## config.mk

```make
export PLATFORM = sky130hd
export DESIGN_NAME = ctc4
export DESIGN_NICKNAME = d
export VERILOG_FILES = /design/src/rtl/ctc_pkg.sv /design/src/rtl/ctc_prescaler.sv /design/src/rtl/ctc_downcnt.sv /design/src/rtl/ctc_chan.sv /design/src/rtl/ctc4.sv
export SDC_FILE = /design/constraint.sdc
export NUM_CORES = 1
export LEC_CHECK = 0
export BUFFER_PORTS_ARGS = -buffer_cell sky130_fd_sc_hd__clkbuf_2
export CAP_MARGIN = 25
export CORE_UTILIZATION = 61
export DETAILED_ROUTE_END_ITERATION = 7
export GPL_TIMING_DRIVEN = 0
export MAX_ROUTING_LAYER = met4
export PLACE_DENSITY = 0.8
export SETUP_SLACK_MARGIN = 0.02
export SYNTH_ARGS = -nofsm -noshare
export SYNTH_HDL_FRONTEND = slang
export SYNTH_SLANG_ARGS = --single-unit
```

## constraint.sdc

```tcl
create_clock -name clk -period 2.57 [get_ports clk]
set_clock_uncertainty 0.2 [all_clocks]
set_input_delay 0.6425 -clock clk [delete_from_list [all_inputs] [get_ports clk]]
set_output_delay 0.6425 -clock clk [all_outputs]
set_load 0.03 [all_outputs]
```

## src/rtl/ctc_pkg.sv

```systemverilog
package ctc_pkg;
  // control-byte bit positions
  localparam int B_CTL  = 0;
  localparam int B_HALT = 1;
  localparam int B_FOLW = 2;
  localparam int B_BIG  = 5;
  localparam int B_CNT  = 6;
  localparam int B_IE   = 7;

  typedef struct packed {
    logic ie;
    logic cnt_mode;
    logic pre_big;
  } chan_cfg_t;

  function automatic logic [7:0] vec_from(input logic [7:0] d);
    return {d[7:1], 1'b0};
  endfunction

  function automatic chan_cfg_t cfg_from(input logic [7:0] d);
    chan_cfg_t c;
    c.ie       = d[B_IE];
    c.cnt_mode = d[B_CNT];
    c.pre_big  = d[B_BIG];
    return c;
  endfunction
endpackage

```

## src/rtl/ctc_prescaler.sv

```systemverilog
module ctc_prescaler #(
  parameter int LO_LOG = 4,
  parameter int HI_LOG = 8
) (
  input  logic clk,
  input  logic rst_n,
  input  logic run,
  input  logic clear,
  input  logic big,
  output logic tick
);
  localparam int PW = HI_LOG;
  localparam logic [PW-1:0] LIM_LO = PW'((1 << LO_LOG) - 1);
  localparam logic [PW-1:0] LIM_HI = {PW{1'b1}};

  logic [PW-1:0] pre;
  logic [PW-1:0] lim;

  assign lim  = big ? LIM_HI : LIM_LO;
  assign tick = run && !clear && (pre == lim);

  always_ff @(posedge clk) begin
    if (!rst_n || clear || !run) pre <= '0;
    else if (pre == lim)         pre <= '0;
    else                         pre <= pre + 1'b1;
  end
endmodule

```

## src/rtl/ctc_downcnt.sv

```systemverilog
module ctc_downcnt #(
  parameter int W = 8
) (
  input  logic         clk,
  input  logic         rst_n,
  input  logic         load,
  input  logic [W-1:0] load_val,
  input  logic         tick,
  input  logic [W-1:0] reload_val,
  output logic [W-1:0] cnt,
  output logic         hit,
  output logic         zc
);
  assign hit = tick && !load && (cnt == W'(1));

  always_ff @(posedge clk) begin
    if (!rst_n) begin
      cnt <= '0;
      zc  <= 1'b0;
    end else begin
      zc <= hit;
      if (load)      cnt <= load_val;
      else if (hit)  cnt <= reload_val;
      else if (tick) cnt <= cnt - 1'b1;
    end
  end


  zc_single_chk: assert property (@(posedge clk) disable iff (!rst_n)
    zc |=> !zc);

  zc_reload_chk: assert property (@(posedge clk) disable iff (!rst_n)
    zc |-> (cnt == reload_val));

  step_one_chk: assert property (@(posedge clk) disable iff (!rst_n)
    (tick && !load && !hit) |=> (cnt == $past(cnt) - W'(1)));
endmodule

```

## src/rtl/ctc_chan.sv

```systemverilog
module ctc_chan
  import ctc_pkg::*;
#(
  parameter int W      = 8,
  parameter int LO_LOG = 4,
  parameter int HI_LOG = 8
) (
  input  logic         clk,
  input  logic         rst_n,
  input  logic         we,
  input  logic [W-1:0] wdata,
  input  logic         trig,
  input  logic         ack,
  output logic [W-1:0] cnt,
  output logic         zc,
  output logic         pend,
  output logic [W-1:0] vec
);
  chan_cfg_t   cfg;
  logic [W-1:0] tconst;
  logic        await_tc;
  logic        running;
  logic        trig_q;
  logic        edge_evt;
  logic        pre_tick;
  logic        step;
  logic        load_evt;
  logic        hit;

  assign load_evt = we && await_tc;
  assign edge_evt = trig && !trig_q;
  assign step     = running && (cfg.cnt_mode ? edge_evt : pre_tick);

  always_ff @(posedge clk) begin
    if (!rst_n) begin
      cfg      <= '0;
      tconst   <= '0;
      await_tc <= 1'b0;
      running  <= 1'b0;
      vec      <= '0;
      trig_q   <= 1'b0;
    end else begin
      trig_q <= trig;
      if (we) begin
        if (await_tc) begin
          tconst   <= wdata;
          await_tc <= 1'b0;
          running  <= 1'b1;
        end else if (wdata[B_CTL]) begin
          cfg <= cfg_from(wdata);
          if (wdata[B_HALT]) running  <= 1'b0;
          if (wdata[B_FOLW]) await_tc <= 1'b1;
        end else begin
          vec <= vec_from(wdata);
        end
      end
    end
  end

  always_ff @(posedge clk) begin
    if (!rst_n)              pend <= 1'b0;
    else if (hit && cfg.ie)  pend <= 1'b1;
    else if (ack)            pend <= 1'b0;
  end

  ctc_prescaler #(.LO_LOG(LO_LOG), .HI_LOG(HI_LOG)) u_pre (
    .clk(clk), .rst_n(rst_n),
    .run(running && !cfg.cnt_mode),
    .clear(load_evt),
    .big(cfg.pre_big),
    .tick(pre_tick)
  );

  ctc_downcnt #(.W(W)) u_cnt (
    .clk(clk), .rst_n(rst_n),
    .load(load_evt), .load_val(wdata),
    .tick(step), .reload_val(tconst),
    .cnt(cnt), .hit(hit), .zc(zc)
  );


  halt_hold_chk: assert property (@(posedge clk) disable iff (!rst_n)
    (!running && !load_evt) |=> $stable(cnt));

  irq_enable_chk: assert property (@(posedge clk) disable iff (!rst_n)
    $rose(pend) |-> $past(cfg.ie));
endmodule

```

## src/rtl/ctc4.sv

```systemverilog
module ctc4
  import ctc_pkg::*;
#(
  parameter int N_CH   = 4,
  parameter int W      = 8,
  parameter int LO_LOG = 4,
  parameter int HI_LOG = 8
) (
  input  logic                    clk,
  input  logic                    rst_n,
  input  logic                    wr_en,
  input  logic [$clog2(N_CH)-1:0] wr_sel,
  input  logic [W-1:0]            wr_data,
  input  logic [N_CH-1:0]         trig_in,
  input  logic [$clog2(N_CH)-1:0] rd_sel,
  output logic [W-1:0]            rd_data,
  output logic [N_CH-1:0]         zc_out,
  input  logic                    irq_ack,
  output logic                    irq_any,
  output logic [$clog2(N_CH)-1:0] irq_id,
  output logic [W-1:0]            irq_vec
);
  localparam int SW = $clog2(N_CH);

  logic [W-1:0]    cnt_a [N_CH];
  logic [W-1:0]    vec_a [N_CH];
  logic [N_CH-1:0] pend;
  logic [N_CH-1:0] ack_v;

  for (genvar i = 0; i < N_CH; i++) begin : g_ch
    assign ack_v[i] = irq_ack && irq_any && (irq_id == SW'(i));
    ctc_chan #(.W(W), .LO_LOG(LO_LOG), .HI_LOG(HI_LOG)) u_ch (
      .clk(clk), .rst_n(rst_n),
      .we(wr_en && (wr_sel == SW'(i))),
      .wdata(wr_data),
      .trig(trig_in[i]),
      .ack(ack_v[i]),
      .cnt(cnt_a[i]),
      .zc(zc_out[i]),
      .pend(pend[i]),
      .vec(vec_a[i])
    );
  end

  always_comb begin
    irq_id = '0;
    for (int i = N_CH - 1; i >= 0; i--)
      if (pend[i]) irq_id = SW'(i);
  end

  assign irq_any = |pend;
  assign irq_vec = vec_a[irq_id];
  assign rd_data = cnt_a[rd_sel];


  prio_win_chk: assert property (@(posedge clk) disable iff (!rst_n)
    irq_any |-> (pend[irq_id] &&
      ($countones(pend & ((N_CH'(1) << irq_id) - N_CH'(1))) == 0)));
endmodule

```

After elaboration in Yosys (flattened, before gate mapping)

Index checks and enable logic that the tools add are counted.

Add/sub/neg operators: 8
Magnitude comparators: 2
Equality and inequality tests: 14
Mux-type cells: 50
Bitwise operators: 7
Reductions and logical operators: 109

Operator list:

| kind                                                | count |
|---|---|
| two-way mux 8 bit                                   | 20 |
| logical AND 1 bit                                   | 45 |
| AND reduction 3 bit                                 | 12 |
| adder 8 x 1 -> 8 bit, second input constant         | 4 |
| binary-select mux 8 bit (select 2 bit)              | 2 |
| equality test 8 x 1 -> 1 bit, second input constant | 4 |
| equality test 8 bit                                 | 4 |
| subtractor 8 x 1 -> 8 bit, second input constant    | 4 |
| two-way mux 1 bit                                   | 24 |
| nonzero test 2 bit                                  | 12 |
| zero test 1 bit                                     | 17 |
| nonzero test 3 bit                                  | 4 |
| equality test 2 bit, second input constant          | 4 |
| logical OR 1 bit                                    | 8 |
| two-way mux 2 bit                                   | 4 |
| AND reduction 2 bit                                 | 4 |
| OR reduction 2 bit                                  | 4 |
| >= comparator 3 bit, second input constant          | 2 |
| inverter 2 -> 3 bit                                 | 2 |
| inverter 1 bit                                      | 5 |
| equality test 2 x 1 -> 1 bit, second input constant | 2 |
| zero test 2 bit                                     | 2 |
| OR reduction 4 bit                                  | 1 |

Flip-flop bits (word level): 156
Input bits: 20
Output and inout port bits: 23
Word-level logic and storage cells: 238

Depth between registers and ports, before layout

Depth in word-level cells: 12
Mapped depth: 9
Depth with buffers taken out: 7

Modules after synthesis

From an unflattened synthesis, not the netlist that was laid out.

Cell total of the unflattened synthesis: 940
Area, all modules: 8480.6 um^2

By module, submodules not included:

| module                                  | times used | cells an instance | area each (um^2) | seq. area each (um^2) |
|---|---|---|---|---|
| ctc_chan                                | 4          | 98                | 965.9            | 440.4 |
| ctc_downcnt                             | 4          | 79                | 641.9            | 180.2 |
| ctc_prescaler at g_ch[0].u_ch.u_pre ... | 2          | 41                | 371.6            | 160.2 |
| ctc4                                    | 1          | 66                | 548.0            | 0.0 |
| ctc_prescaler at g_ch[2].u_ch.u_pre     | 1          | 43                | 387.9            | 160.2 |
| ctc_prescaler at g_ch[3].u_ch.u_pre     | 1          | 41                | 370.4            | 160.2 |

Worst setup path after synthesis

Ideal clock, no wire load.

Kind: input to output
Start: input rd_sel[0]
End: output rd_data[2]
Data arrival time: 1826 ps
Setup slack: -98 ps
Stages: 2
Path buffers: 1
Path through: clkbuf_1 mux4_1

Longest elaborated chain between the ends: 4

Ends and longest elaborated chain:

| item                                                  | line       | RTL |
|---|---|---|
| start: declaration                                    | ctc4.sv:15 | `input logic [$clog2(N_CH)-1:0] rd_sel,` |
| inverter 2 -> 3 bit (not written as such)             | ctc4.sv:53 | `assign rd_data = cnt_a[rd_sel];` |
| binary-select mux 8 bit (select 2 bit)                | ctc4.sv:53 |  |
| two-way mux 8 bit (not written as such) (2 in series) | ctc4.sv:53 |  |
| end: declaration                                      | ctc4.sv:16 | `output logic [W-1:0] rd_data,` |

No other way between the ends. The select of a mux whose other input is x is not followed.

Final worst setup path

Start: register g_ch[1].u_ch.u_cnt.cnt[0]
End: output rd_data[0]

Longest elaborated chain between the ends: 3

Ends and longest elaborated chain:

| item                                                  | line              | RTL |
|---|---|---|
| start: declaration                                    | ctc_downcnt.sv:10 | `output logic [W-1:0] cnt,` |
| start signal: assignment                              | ctc_downcnt.sv:22 | `if (load) cnt <= load_val;` |
| start signal: assignment                              | ctc_downcnt.sv:23 | `else if (hit) cnt <= reload_val;` |
| start signal: assignment                              | ctc_downcnt.sv:24 | `else if (tick) cnt <= cnt - 1'b1;` |
| binary-select mux 8 bit (select 2 bit)                | ctc4.sv:53        |  |
| two-way mux 8 bit (not written as such) (2 in series) | ctc4.sv:53        |  |

No other way between the ends. The select of a mux whose other input is x is not followed.

==> impl_metrics.toml <==
[cts]
cts_sinks = 156
root_buffer = "clkbuf_16"
htree_levels = 4
cts_hold_buf = 0
post-cts-setup-buffers = 0
clk_pin_slew_worst_paths_ps = 60
clk_latency_ps = 440
clockBufferDepth = 2
cts_tree = "built"
cts_inserted_buffers = 17

[synthesis]
ys_seq_elements = 156
yosys_warnings = 0
seq_area_frac_synth_pct = 40.6
synthFlopType = "dfxtp_1"
avgSynthCellArea_um2 = 8.46
ys_top_cells_by_area = "dfxtp_1 41%, nand2_1 7.0%, mux2i_1 5.1%"
synth_top_cell_area_share_pct = 40.6
yosys.area.top_type = "dfxtp_1"
syn_inst = 909
synth_edf_count = 0
synth_area_um2 = 7690
ys_types = 67
synthArstFlopShare_pct = 0
synth_nets = 941

[die]
dieArea_um2 = 13100
die_h_um = 114
die_x_um = 114
fp-row-count = 40
fp.coreArea_um2 = 12200
initial_core_util_pct = 63.2
io_pins = 43

[route]
ant_nets = 0
dr.max_layer_used = "met4"
first_iter_violations = 661
met1Wirelength_um = 8940
vias = 6912
drc = 0
wl_met2_um = 9250
viasPerCell = 6.04
routed_wl_um = 20300
drt-pass1-iter-count = 5
avgRoutedWirePerCell_um = 17.8
met3_length_um = 1730

[timing]
finalHoldViolCount = 0
finalCritPeriodShare_pct = 97.2
setup_viol = 0
drv_slew = 0
setup_ws_ps = 71.2
maxSlewHeadroom_pct = 37.3
tns_ps = 0
tightest_slew_ps = 941
fmax_mhz = 400
min_period_ps = 2500

[job]
drv_cap = 0

[setup_path]
reg2reg_from = "g_ch[1].u_ch.u_cnt.cnt[2]"
crit_path_max_incr_delay_ps = 480
worst_path_max_delay_cell = "mux4_2"
endpoint_kind = "primary output"
worstPathMaxFanout = 10
r2r_cells = 6
cp-start-kind = "flip-flop"
timing.rr.end = "g_ch[1].u_ch.u_cnt.cnt[0]"
arrival_ps = 1660
cp.required_ps = 1730
path_cells = "clkbuf_2 > mux4_2 > clkbuf_2"
r2r_setup_slack_ps = 140
crit_top_cell = "clkbuf_2"
path_class = "reg2out"

[cells_and_area]
layout.nets = 996
layout_commonest_cell = "dfxtp_1"
antenna_cells = 0
drive_above_1_share_pct = 12.2
area_growth_pct = 14.7
final_cell_mix = "155 x dfxtp_1, 144 x nand2_1, 71 x nor2_1, 49 x a21boi_1, 41 x clkbuf_1"

[hold_path]
hold_end = "g_ch[2].u_ch.trig_q"
worstHoldStart = "trig_in[2]"
whs_path_depth = 2
min_path_type = "in2reg"

[place]
place_ws_ps = -332
io_buffers = 38
place.gp.congestion = 0.953
dpl.hpwl_um = 13500

[grt]
grt_max_degree = 17
antenna_found_initial = 0
grt_pass1_vias = 6318
grt_first_pass_wirelength_um = 32300
grtUsageTotal_pct = 33.4
grt.overflow.total = 0

[pwr]
peakVddDrop_mv = 0.531
p_per_area_nw_per_um2 = 613
p_leak_nw = 3.17

[status]
status = "finished, final reports clean"
[critical path: cells and delay by family (launching register included)]
| kind | cells | cell delay (ps) |
|---|---|---|
| flops | 1 | 330 |
| mux | 1 | 480 |
| buf+inv | 2 | 410 |
[routing by layer]
layer / track usage, % / vias up
li1: - / 3282
met1: 44.3 / 3277
met2: 50.7 / 302
met3: 6.67 / 51
met4: 11.9 / 0
met5: - / -
[worst max-delay path by stage]
stage	startpoint	to	slack, ps	cells past startpoint
detailed placement	wr_sel[0]	g_ch[2].u_ch.u_cnt.cnt[0]	-330	8
global route	g_ch[2].u_ch.pend	irq_vec[4]	-2	7
finish	g_ch[1].u_ch.u_cnt.cnt[0]	rd_data[0]	70	3
CTS	rd_sel[0]	rd_data[2]	30	3
global placement	wr_sel[0]	g_ch[2].u_ch.u_cnt.cnt[7]	-320	8
floorplan	rd_sel[0]	rd_data[2]	100	2
[report_power, final]
part | internal [mW] | switching (mW) | leakage [nW]
sequential | 2.44 | 0.0154 | 1.26
clock | 1.65 | 1.04 | 0.292
combinational | 0.0900 | 0.165 | 1.62
[synth_stat cells, types with 3 or more instances]
cell type    n
dfxtp_1    156
buf_4        7
or4_1        9
mux4_2       7
nor2b_1     36
a32o_1       5
nor3_2       4
nand3_1     38
o211ai_1     4
nand4_1      4
nor3b_1      7
nor2_1      71
o21ai_0     29
mux2i_1     39
inv_1       17
and2_1       4
or2_1        3
xnor2_1     27
a21oi_1     31
xor2_1      10
nand2b_1     7
a21boi_1    49
buf_2        4
nor3_1      18
mux2_2       4
nand2_1    144
ha_1        12
and3_1       8
a211o_1     13
buf_1        4
or3_1        3
o21ai_1     18
clkbuf_1    48
nor4b_1      3
nor4_1       3
a31oi_1     25
[final cells by class]
| class | count | area, um2 |
|---|---|---|
| multi-input cells | 671 | 4270 |
| inverters | 18 | 75.1 |
| repair buffers | 38 | 203 |
| fillers | 946 | 3350 |
| plain buffers | 62 | 294 |
| well taps | 168 | 210 |
| clock inverters | 13 | 189 |
| flip-flops and latches | 156 | 3130 |
| clock buffers | 19 | 443 |
[flip-flops by register name (all words and copies together), names as in the netlist]
signal,cells
g_ch.u_ch.tconst,32
g_ch.u_ch.u_cnt.cnt,32
g_ch.u_ch.u_pre.pre,32
g_ch.u_ch.vec,28
g_ch.u_ch.cfg,12
g_ch.u_ch.await_tc,4
g_ch.u_ch.pend,4
g_ch.u_ch.running,4
g_ch.u_ch.trig_q,4
g_ch.u_ch.u_cnt.zc,4
[per-stage QoR]
step | power, mW | util (%) | hold slack [ps] | cells | area [um2]
2_1_floorplan | 2.66 | - | 213 | 909 | 7690
3_3_place_gp | 2.75 | 66.5 | 229 | 1115 | 8090
3_5_place_dp | 2.75 | 66.5 | 240 | 1115 | 8090
4_1_cts | 5.40 | 71.9 | 222 | 1145 | 8740
5_1_grt | 5.54 | 72.5 | 237 | 1145 | 8810
6_report | 5.41 | 72.5 | 224 | 1145 | 8810
[kinds of logic after synthesis]
family,after synthesis,synth area share (%)
xor+xnor,37,4.22
buf+inv,82,4.51
simple gates,374,23.5
flops,156,40.6
mux,52,8.20
fa+ha+maj,12,1.95
compound gates,195,17.0
other cells,1,0.0488
[timing repair]
| action | 4_1_cts | 5_1_grt |
|---|---|---|
| setup endpoints to repair | 10 | 20 |
| pin swaps | 0 | 2 |
| resized for setup | 11 | 32 |
Power figures use the tool's default switching activity.
